`config.mk`:
```
export PLATFORM = sky130hd
export DESIGN_NAME = fft_seq_ctrl
export DESIGN_NICKNAME = d
export VERILOG_FILES = /design/src/rtl/fftc_pkg.sv /design/src/rtl/fftc_word_counter.sv /design/src/rtl/fftc_align_chain.sv /design/src/rtl/fftc_stage_ctrl.sv /design/src/rtl/fftc_tagger.sv /design/src/rtl/fft_seq_ctrl.sv
export SDC_FILE = /design/constraint.sdc
export NUM_CORES = 1
export LEC_CHECK = 0
export ABC_AREA = 0
export CAP_MARGIN = 20
export CORE_MARGIN = 3
export CORE_UTILIZATION = 47
export CTS_BUF_LIST = sky130_fd_sc_hd__clkbuf_8
export CTS_CLUSTER_SIZE = 28
export DETAILED_ROUTE_END_ITERATION = 10
export HOLD_SLACK_MARGIN = 0.03
export PLACE_DENSITY_LB_ADDON = 0.08
export SLEW_MARGIN = 20
export SYNTH_ARGS = -nofsm -noshare
export SYNTH_HDL_FRONTEND = slang
export SYNTH_HIERARCHICAL = 1
export SYNTH_SLANG_ARGS = --single-unit
```
`constraint.sdc`:
```
create_clock -name clk -period 2.41 [get_ports clk]
set_input_delay 0.482 -clock clk [delete_from_list [all_inputs] [get_ports clk]]
set_output_delay 0.482 -clock clk [all_outputs]
set_load 0.02 [all_outputs]
```
`src/rtl/fftc_pkg.sv`:
```
package fftc_pkg;

  // Reverse the low n bits of v; bits at and above n are returned as zero.
  function automatic logic [31:0] bit_rev(input logic [31:0] v, input int n);
    logic [31:0] r;
    r = '0;
    for (int i = 0; i < 32; i++) begin
      if (i < n) r[i] = v[n-1-i];
    end
    return r;
  endfunction

  // Twiddle index (in units of the N-point root) for stage s of an m-stage cascade.
  function automatic logic [31:0] twiddle_index(input logic [31:0] c, input int m, input int s);
    logic [31:0] upper;
    upper = c >> (m - s + 1);
    return bit_rev(upper, s - 1) << (m - s);
  endfunction

  // Channel field: the low cb bits of the tap count.
  function automatic logic [31:0] chan_field(input logic [31:0] c, input int cb);
    return c & ((32'd1 << cb) - 32'd1);
  endfunction

  // Frequency field: the bits above the channel field, reversed over their width.
  function automatic logic [31:0] freq_field(input logic [31:0] c, input int m, input int cb);
    return bit_rev(c >> cb, m - cb);
  endfunction

endpackage

```
`src/rtl/fftc_word_counter.sv`:
```
module fftc_word_counter #(
  parameter int M = 4
) (
  input  logic         clk,
  input  logic         rst,
  input  logic         step,
  output logic [M-1:0] cnt_o
);
  logic [M-1:0] cnt_q;

  always_ff @(posedge clk) begin
    if (rst)       cnt_q <= '0;
    else if (step) cnt_q <= cnt_q + 1'b1;
  end

  assign cnt_o = cnt_q;
endmodule

```
`src/rtl/fftc_align_chain.sv`:
```
module fftc_align_chain #(
  parameter int M     = 4,
  parameter int DEPTH = 4
) (
  input  logic               clk,
  input  logic               rst,
  input  logic               step,
  input  logic [M-1:0]       head_i,
  output logic [DEPTH*M-1:0] taps_o
);
  logic [M-1:0] dq [DEPTH];

  for (genvar j = 0; j < DEPTH; j++) begin : g_reg
    logic [M-1:0] src;
    if (j == 0) begin : g_first
      assign src = head_i;
    end else begin : g_next
      assign src = dq[j-1];
    end
    always_ff @(posedge clk) begin
      if (rst)       dq[j] <= '0;
      else if (step) dq[j] <= src;
    end
    assign taps_o[j*M +: M] = dq[j];
  end
endmodule

```
`src/rtl/fftc_stage_ctrl.sv`:
```
module fftc_stage_ctrl #(
  parameter int M = 4,
  parameter int S = 1
) (
  input  logic [M-1:0] stage_cnt_i,
  output logic         sw_o,
  output logic [M-2:0] tw_o
);
  localparam int TWW = M - 1;

  assign sw_o = stage_cnt_i[M-S];
  assign tw_o = TWW'(fftc_pkg::twiddle_index(32'(stage_cnt_i), M, S));
endmodule

```
`src/rtl/fftc_tagger.sv`:
```
module fftc_tagger #(
  parameter int M    = 4,
  parameter int SELW = 3
) (
  input  logic [M*M-1:0]  taps_i,
  input  logic [SELW-1:0] chan_log2_i,
  output logic [SELW-1:0] cb_eff_o,
  output logic [M-1:0]    chan_o,
  output logic [M-1:0]    freq_o
);
  logic [SELW-1:0] cb;
  logic [M-1:0]    tap_cnt;
  int              tap_stage;

  always_comb begin
    if (32'(chan_log2_i) > M - 1) cb = SELW'(M - 1);
    else                          cb = chan_log2_i;
  end

  always_comb begin
    tap_stage = M - int'(cb);
    tap_cnt   = '0;
    for (int j = 1; j <= M; j++) begin
      if (j == tap_stage) tap_cnt = taps_i[(j-1)*M +: M];
    end
  end

  assign cb_eff_o = cb;
  assign chan_o   = M'(fftc_pkg::chan_field(32'(tap_cnt), int'(cb)));
  assign freq_o   = M'(fftc_pkg::freq_field(32'(tap_cnt), M, int'(cb)));
endmodule

```
`src/rtl/fft_seq_ctrl.sv`:
```
module fft_seq_ctrl #(
  parameter  int M    = 4,
  localparam int N    = 1 << M,
  localparam int TWW  = M - 1,
  localparam int SELW = $clog2(M) + 1
) (
  input  logic              clk,
  input  logic              rst,
  input  logic              in_valid,
  input  logic [SELW-1:0]   chan_log2_i,
  output logic [M-1:0]      word_cnt_o,
  output logic [M-1:0]      sw_o,
  output logic [M*TWW-1:0]  tw_o,
  output logic [M-1:0]      tag_chan_o,
  output logic [M-1:0]      tag_freq_o
);
  // Named internal events for the checker
  logic [M-1:0]    cnt_now;
  logic [M*M-1:0]  taps_flat;
  logic [M*M-1:0]  stg_cnt_flat;
  logic [SELW-1:0] cb_eff;
  logic            wrap_ev;

  fftc_word_counter #(.M(M)) u_cnt (
    .clk   (clk),
    .rst   (rst),
    .step  (in_valid),
    .cnt_o (cnt_now)
  );

  fftc_align_chain #(.M(M), .DEPTH(M)) u_chain (
    .clk    (clk),
    .rst    (rst),
    .step   (in_valid),
    .head_i (cnt_now),
    .taps_o (taps_flat)
  );

  for (genvar s = 1; s <= M; s++) begin : g_stage
    if (s == 1) begin : g_live
      assign stg_cnt_flat[0 +: M] = cnt_now;
    end else begin : g_dly
      assign stg_cnt_flat[(s-1)*M +: M] = taps_flat[(s-2)*M +: M];
    end
    fftc_stage_ctrl #(.M(M), .S(s)) u_ctl (
      .stage_cnt_i (stg_cnt_flat[(s-1)*M +: M]),
      .sw_o        (sw_o[s-1]),
      .tw_o        (tw_o[(s-1)*TWW +: TWW])
    );
  end

  fftc_tagger #(.M(M), .SELW(SELW)) u_tag (
    .taps_i      (taps_flat),
    .chan_log2_i (chan_log2_i),
    .cb_eff_o    (cb_eff),
    .chan_o      (tag_chan_o),
    .freq_o      (tag_freq_o)
  );

  assign wrap_ev    = in_valid && (cnt_now == M'(N - 1));
  assign word_cnt_o = cnt_now;
endmodule

```
==> results of run 1 <==
-- area by class of cell --
class | instances | area share [%]
Tap cell | 42 | 2.63
Clock inverter | 1 | 0.188
Timing Repair Buffer | 47 | 20.3
Sequential cell | 20 | 28.1
Multi-Input combinational cell | 104 | 44.9
Inverter | 9 | 1.82
Clock buffer | 3 | 2.07
-- layer usage --
metal,vias to the layer above,routed length (um)
met3,2,142
met2,28,1660
met5,-,0
met4,0,20
li1,557,-
met1,532,1350
-- through the flow --
stage / TNS [ps] / instances / cell area, um2 / power (mW) / hold WS (ps)
6_report: -677 / 226 / 2000 / 0.875 / 585
5_1_grt: -1190 / 226 / 2000 / 0.923 / 616
4_1_cts: -706 / 226 / 1950 / 0.867 / 590
3_5_place_dp: -7000 / 221 / 1890 / 0.643 / 575
3_3_place_gp: -6720 / 221 / 1890 / 0.638 / 558
2_1_floorplan: -31.4 / 153 / 1580 / 0.564 / 551
-- critical path: stages --
cell and delay, ps:
buf_6 100, or2_4 250, inv_4 60, ha_4 130, ha_4 220, nand2_1 130
a2bb2oi_4 190, nand4_1 170, a31oi_4 220, buf_6 130
-- worst max path at each step --
stage | to | slack [ps] | startpoint | depth (start not counted)
after global routing | tag_freq_o[2] | -240 | chan_log2_i[1] | 10
after detailed placement | tag_freq_o[1] | -1120 | chan_log2_i[2] | 10
final | tag_freq_o[1] | -170 | chan_log2_i[1] | 10
after floorplan | tag_freq_o[2] | -30 | chan_log2_i[2] | 8
after CTS | tag_freq_o[1] | -170 | chan_log2_i[1] | 10
after global placement | tag_freq_o[1] | -1070 | chan_log2_i[2] | 10
-- sequential cells by signal (all words and copies together) (netlist names) --
name,cells
u_chain/dq,16
u_cnt/cnt_o,4
-- report_power, final --
group          internal, mW  total [mW]  switching (mW)  leakage, nW
combinational         0.115       0.247           0.133        0.655
sequential            0.393       0.409          0.0162        0.210
clock                 0.113       0.218           0.105       0.0269
-- what timing repair did --
item / 4_1_cts / 5_1_grt
hold buffers: 0 / 0
hold endpoints to repair: 0 / 0
gates resized for setup: 58 / 7
setup buffers: 1 / 0
gates cloned: 0 / 0
endpoints found under the setup margin: 7 / 7
pin swaps: 12 / 8
==> results.sh, run 1 <==
export IMPL_status="complete, but fails checks"
export IMPL_violations="negative setup slack"
export IMPL_antenna_found_initial=0
export IMPL_overflow=0
export IMPL_top_usage_layer="met2"
export IMPL_period_needed_ps=2580
export IMPL_grt_pass1_vias=1172
export IMPL_via_per_inst=4.95
export IMPL_rows=19
export IMPL_cts_tree="built"
export IMPL_route_detailed_drc=0
export IMPL_rsz0062_at_grt="true"
export IMPL_holdCritStartpoint="u_cnt/cnt_o[1]"
export IMPL_portBuffers=26
export IMPL_drive_gt1_share_pct=35.3
export IMPL_met2_usage_pct=31.5
export IMPL_syn_mean_instance_area_um2=10.2
export IMPL_io_pins=34
export IMPL_met3_usage_pct=3.96
export IMPL_min_period_over_period_pct=107
export IMPL_max_freq_ghz=0.388
export IMPL_start_util_pct=51.6
export IMPL_grt_met1_usage_pct=19.3
export IMPL_clk_latency_ps=260
export IMPL_place_gp_congestion=0.830
export IMPL_ant_nets=0
export IMPL_hp_class="reg -> reg"
export IMPL_ff2ff_path_depth=3
export IMPL_final_util_pct=69.4
export IMPL_r2r_end="u_cnt/cnt_o[2]"
export IMPL_yosysWarnings=6
export IMPL_cts_sinks=20
export IMPL_nets=204
export IMPL_syn_to_final_growth_pct=34.5
export IMPL_die_area_mm2=0.00387
export IMPL_path_class="in -> out"
export IMPL_routed_via_count=1119
export IMPL_firstDrtPassIters=4
export IMPL_groute_usage_overall_pct=16.8
export IMPL_final_cell_mix="buf_4 (26), clkdlybuf4s50_1 (16), edfxtp_1 (16)"
export IMPL_wl_per_cell_um=14.0
export IMPL_n_fill_cell=229
export IMPL_r2r_slack_ps=1430
export IMPL_multi_input_area_um2=897
export IMPL_synthesis_area_mm2=0.00149
export IMPL_dp_hpwl_um=2380
export IMPL_clock_skew_final_ps=6.18
export IMPL_wirelength_um=3170
export IMPL_htreeDepth=1
export IMPL_power_density_mw_per_mm2=438
export IMPL_grt_max_degree=17
export IMPL_path_max_fanout=7
export IMPL_fin_ws_ps=-166
export IMPL_hold_depth=2
export IMPL_diodes=0
export IMPL_power_leakage_nw=0.892
export IMPL_setup_viol=7
export IMPL_cts_buffers=3
export IMPL_coreArea_mm2=0.00288
export IMPL_cts_root_buf="clkbuf_8"
export IMPL_clk_pin_slew_ps=70
export IMPL_r2r_start="u_cnt/cnt_o[0]"
export IMPL_cap_violations=0
export IMPL_final_common_cell="buf_4"
export IMPL_arrival_ps=2090
export IMPL_postSynthCellCount=145
export IMPL_critPathCaptureType="primary output"
export IMPL_cts_buffer_depth=2
export IMPL_drtIter0Drc=41
export IMPL_final_max_slew_viol_count=0
export IMPL_die_width_um=62.2
export IMPL_hold_viol_final=0
export IMPL_die_h_um=62.2
export IMPL_worstSetupStartpointType="primary input"
export IMPL_place_ws_ps=-1120
export IMPL_ir_drop_mv=0.396
export IMPL_whs_endpoint="u_cnt/cnt_o[1]"
export IMPL_register_area_um2=561
export IMPL_required_ps=1930
export IMPL_grt_pass1_wl_um=5260
(Power assumes the default switching activity.)
==> run 2: changes to the inputs <==
Settings changed: CORE_MARGIN 3 to 2, CTS_CLUSTER_DIAMETER set to 80, SETUP_SLACK_MARGIN set to 0.02.
==> run 2 against run 1 <==
Net effect: critical endpoint unchanged; clock skew shrank 3.8 ps; worst setup slack gained 9.0 ps; final cell count grew 5.8%; critical path type unchanged; fmax grew 0.35%; highest routed layer unchanged; flip-flop and latch count is the same; cell area grew 7.5%; the run still ends with negative setup slack left.
==> results.sh, run 2 (synthesis results as in run 1) <==
export IMPL_route_detailed_drc=0
export IMPL_start_util_pct=49.0
export IMPL_groute_usage_overall_pct=19.5
export IMPL_dp_cells=229
export IMPL_syn_to_final_growth_pct=44.5
export IMPL_cts_sinks=20
export IMPL_wl_per_cell_um=13.7
export IMPL_worstSetupStartpointType="primary input"
export IMPL_path_max_fanout=7
export IMPL_r2r_end="u_cnt/cnt_o[3]"
export IMPL_hold_viol_final=0
export IMPL_arrival_ps=2090
export IMPL_final_cell_mix="buf_4 (30), clkdlybuf4s50_1 (16), edfxtp_1 (16)"
export IMPL_required_ps=1930
export IMPL_die_width_um=60.2
export IMPL_top_register="u_chain/dq"
export IMPL_cts_buffers=3
export IMPL_instances_no_fill=239
export IMPL_place_ws_ps=-1140
export IMPL_postCtsHoldBufs=0
export IMPL_diodes=0
export IMPL_clock_skew_final_ps=2.39
export IMPL_fin_ws_ps=-157
export IMPL_nets=215
export IMPL_dp_hpwl_um=2490
export IMPL_final_common_cell="buf_4"
export IMPL_clk_pin_slew_ps=80
export IMPL_power_density_mw_per_mm2=473
export IMPL_io_pins=34
export IMPL_critPathCaptureType="primary output"
export IMPL_status="complete, but fails checks"
export IMPL_htreeDepth=1
export IMPL_cts_root_buf="clkbuf_8"
export IMPL_rsz0062_at_grt="true"
export IMPL_rows=20
export IMPL_die_area_mm2=0.00363
export IMPL_drive_gt1_share_pct=41.5
export IMPL_drtIter0Drc=47
export IMPL_r2r_start="u_cnt/cnt_o[0]"
export IMPL_grt_pass1_wl_um=5250
export IMPL_cts_tree="built"
export IMPL_via_per_inst=4.90
export IMPL_violations="negative setup slack"
export IMPL_ir_drop_mv=0.430
export IMPL_overflow=0
export IMPL_power_leakage_nw=0.960
export IMPL_whs_endpoint="u_cnt/cnt_o[1]"
export IMPL_place_gp_congestion=0.933
export IMPL_setup_tns_final_ps=-605
export IMPL_period_needed_ps=2570
export IMPL_firstDrtPassIters=4
export IMPL_largest_reg_flops=16
export IMPL_clk_latency_ps=250
export IMPL_cts_buffer_depth=2
export IMPL_cap_violations=0
export IMPL_finalPower_mw=1.02
export IMPL_r2r_slack_ps=1420
export IMPL_routed_via_count=1172
export IMPL_ff2ff_path_depth=2
export IMPL_n_fill_cell=227
export IMPL_fin_hold_ws_ps=587
export IMPL_coreArea_mm2=0.00303
export IMPL_die_h_um=60.2
export IMPL_path_class="in -> out"
export IMPL_holdCritStartpoint="u_cnt/cnt_o[1]"
export IMPL_wirelength_um=3270
export IMPL_setup_viol=6
export IMPL_hp_class="reg -> reg"
export IMPL_max_freq_ghz=0.390
export IMPL_final_max_slew_viol_count=0
export IMPL_hold_depth=2
export IMPL_grt_pass1_vias=1145
export IMPL_portBuffers=26
export IMPL_grt_max_degree=17
export IMPL_ant_nets=0
export IMPL_min_period_over_period_pct=107
export IMPL_antenna_found_initial=0
run 2: critical path, cell delays in order:
cell and delay (ps):
buf_8 100, or2_4 250, inv_4 70, ha_4 130
ha_4 220, and2b_4 200, o211ai_1 120, nand4_1 180
a31oi_4 190, buf_6 130
run 2: repair_timing:
| item | 4_1_cts | 5_1_grt |
|---|---|---|
| gates cloned | 0 | 0 |
| gates resized for setup | 67 | 9 |
| pin swaps | 13 | 3 |
| setup buffers | 5 | 1 |
| endpoints found under the setup margin | 7 | 7 |
run 2: worst max path at each step:
stage                         from            end  slack, ps  depth (start not counted)
floorplan           chan_log2_i[2]  tag_freq_o[1]         50                          8
global placement    chan_log2_i[2]  tag_freq_o[1]      -1070                         10
detailed placement  chan_log2_i[2]  tag_freq_o[2]      -1140                         10
CTS                 chan_log2_i[1]  tag_freq_o[1]       -150                         10
global route        chan_log2_i[1]  tag_freq_o[1]       -230                         10
finish              chan_log2_i[1]  tag_freq_o[1]       -160                         10
run 2: area by class of cell:
cell class / count / area, um2 / area share, %
Sequential cell: 20 / 561 / 26.1
Timing Repair Buffer: 58 / 512 / 23.8
Clock buffer: 3 / 41.3 / 1.92
Tap cell: 44 / 55.1 / 2.57
Clock inverter: 1 / 30.0 / 1.40
Inverter: 9 / 36.3 / 1.69
Multi-Input combinational cell: 104 / 911 / 42.4
run 2: through the flow:
step | util [%] | cell area [um2]
CTS | 69.3 | 2100
global route | 70.9 | 2150
global placement | 63.9 | 1940
floorplan | - | 1580
detailed placement | 63.9 | 1940
finish | 70.9 | 2150
run 2: power by group:
group	switching, mW	leakage, nW	internal [mW]	total [mW]
Combinational	0.140	0.714	0.135	0.275
Clock	0.111	0.0357	0.222	0.332
Sequential	0.0158	0.210	0.393	0.409
Total	0.266	0.960	0.750	1.02
run 2: routing by layer:
metal,global-route usage [%],share of wire (%),vias to the layer above
li1,-,-,579
met1,23.7,43,555
met2,35.4,52,36
met3,4.55,4.5,2
met4,3.17,0.37,0
met5,0,0,-
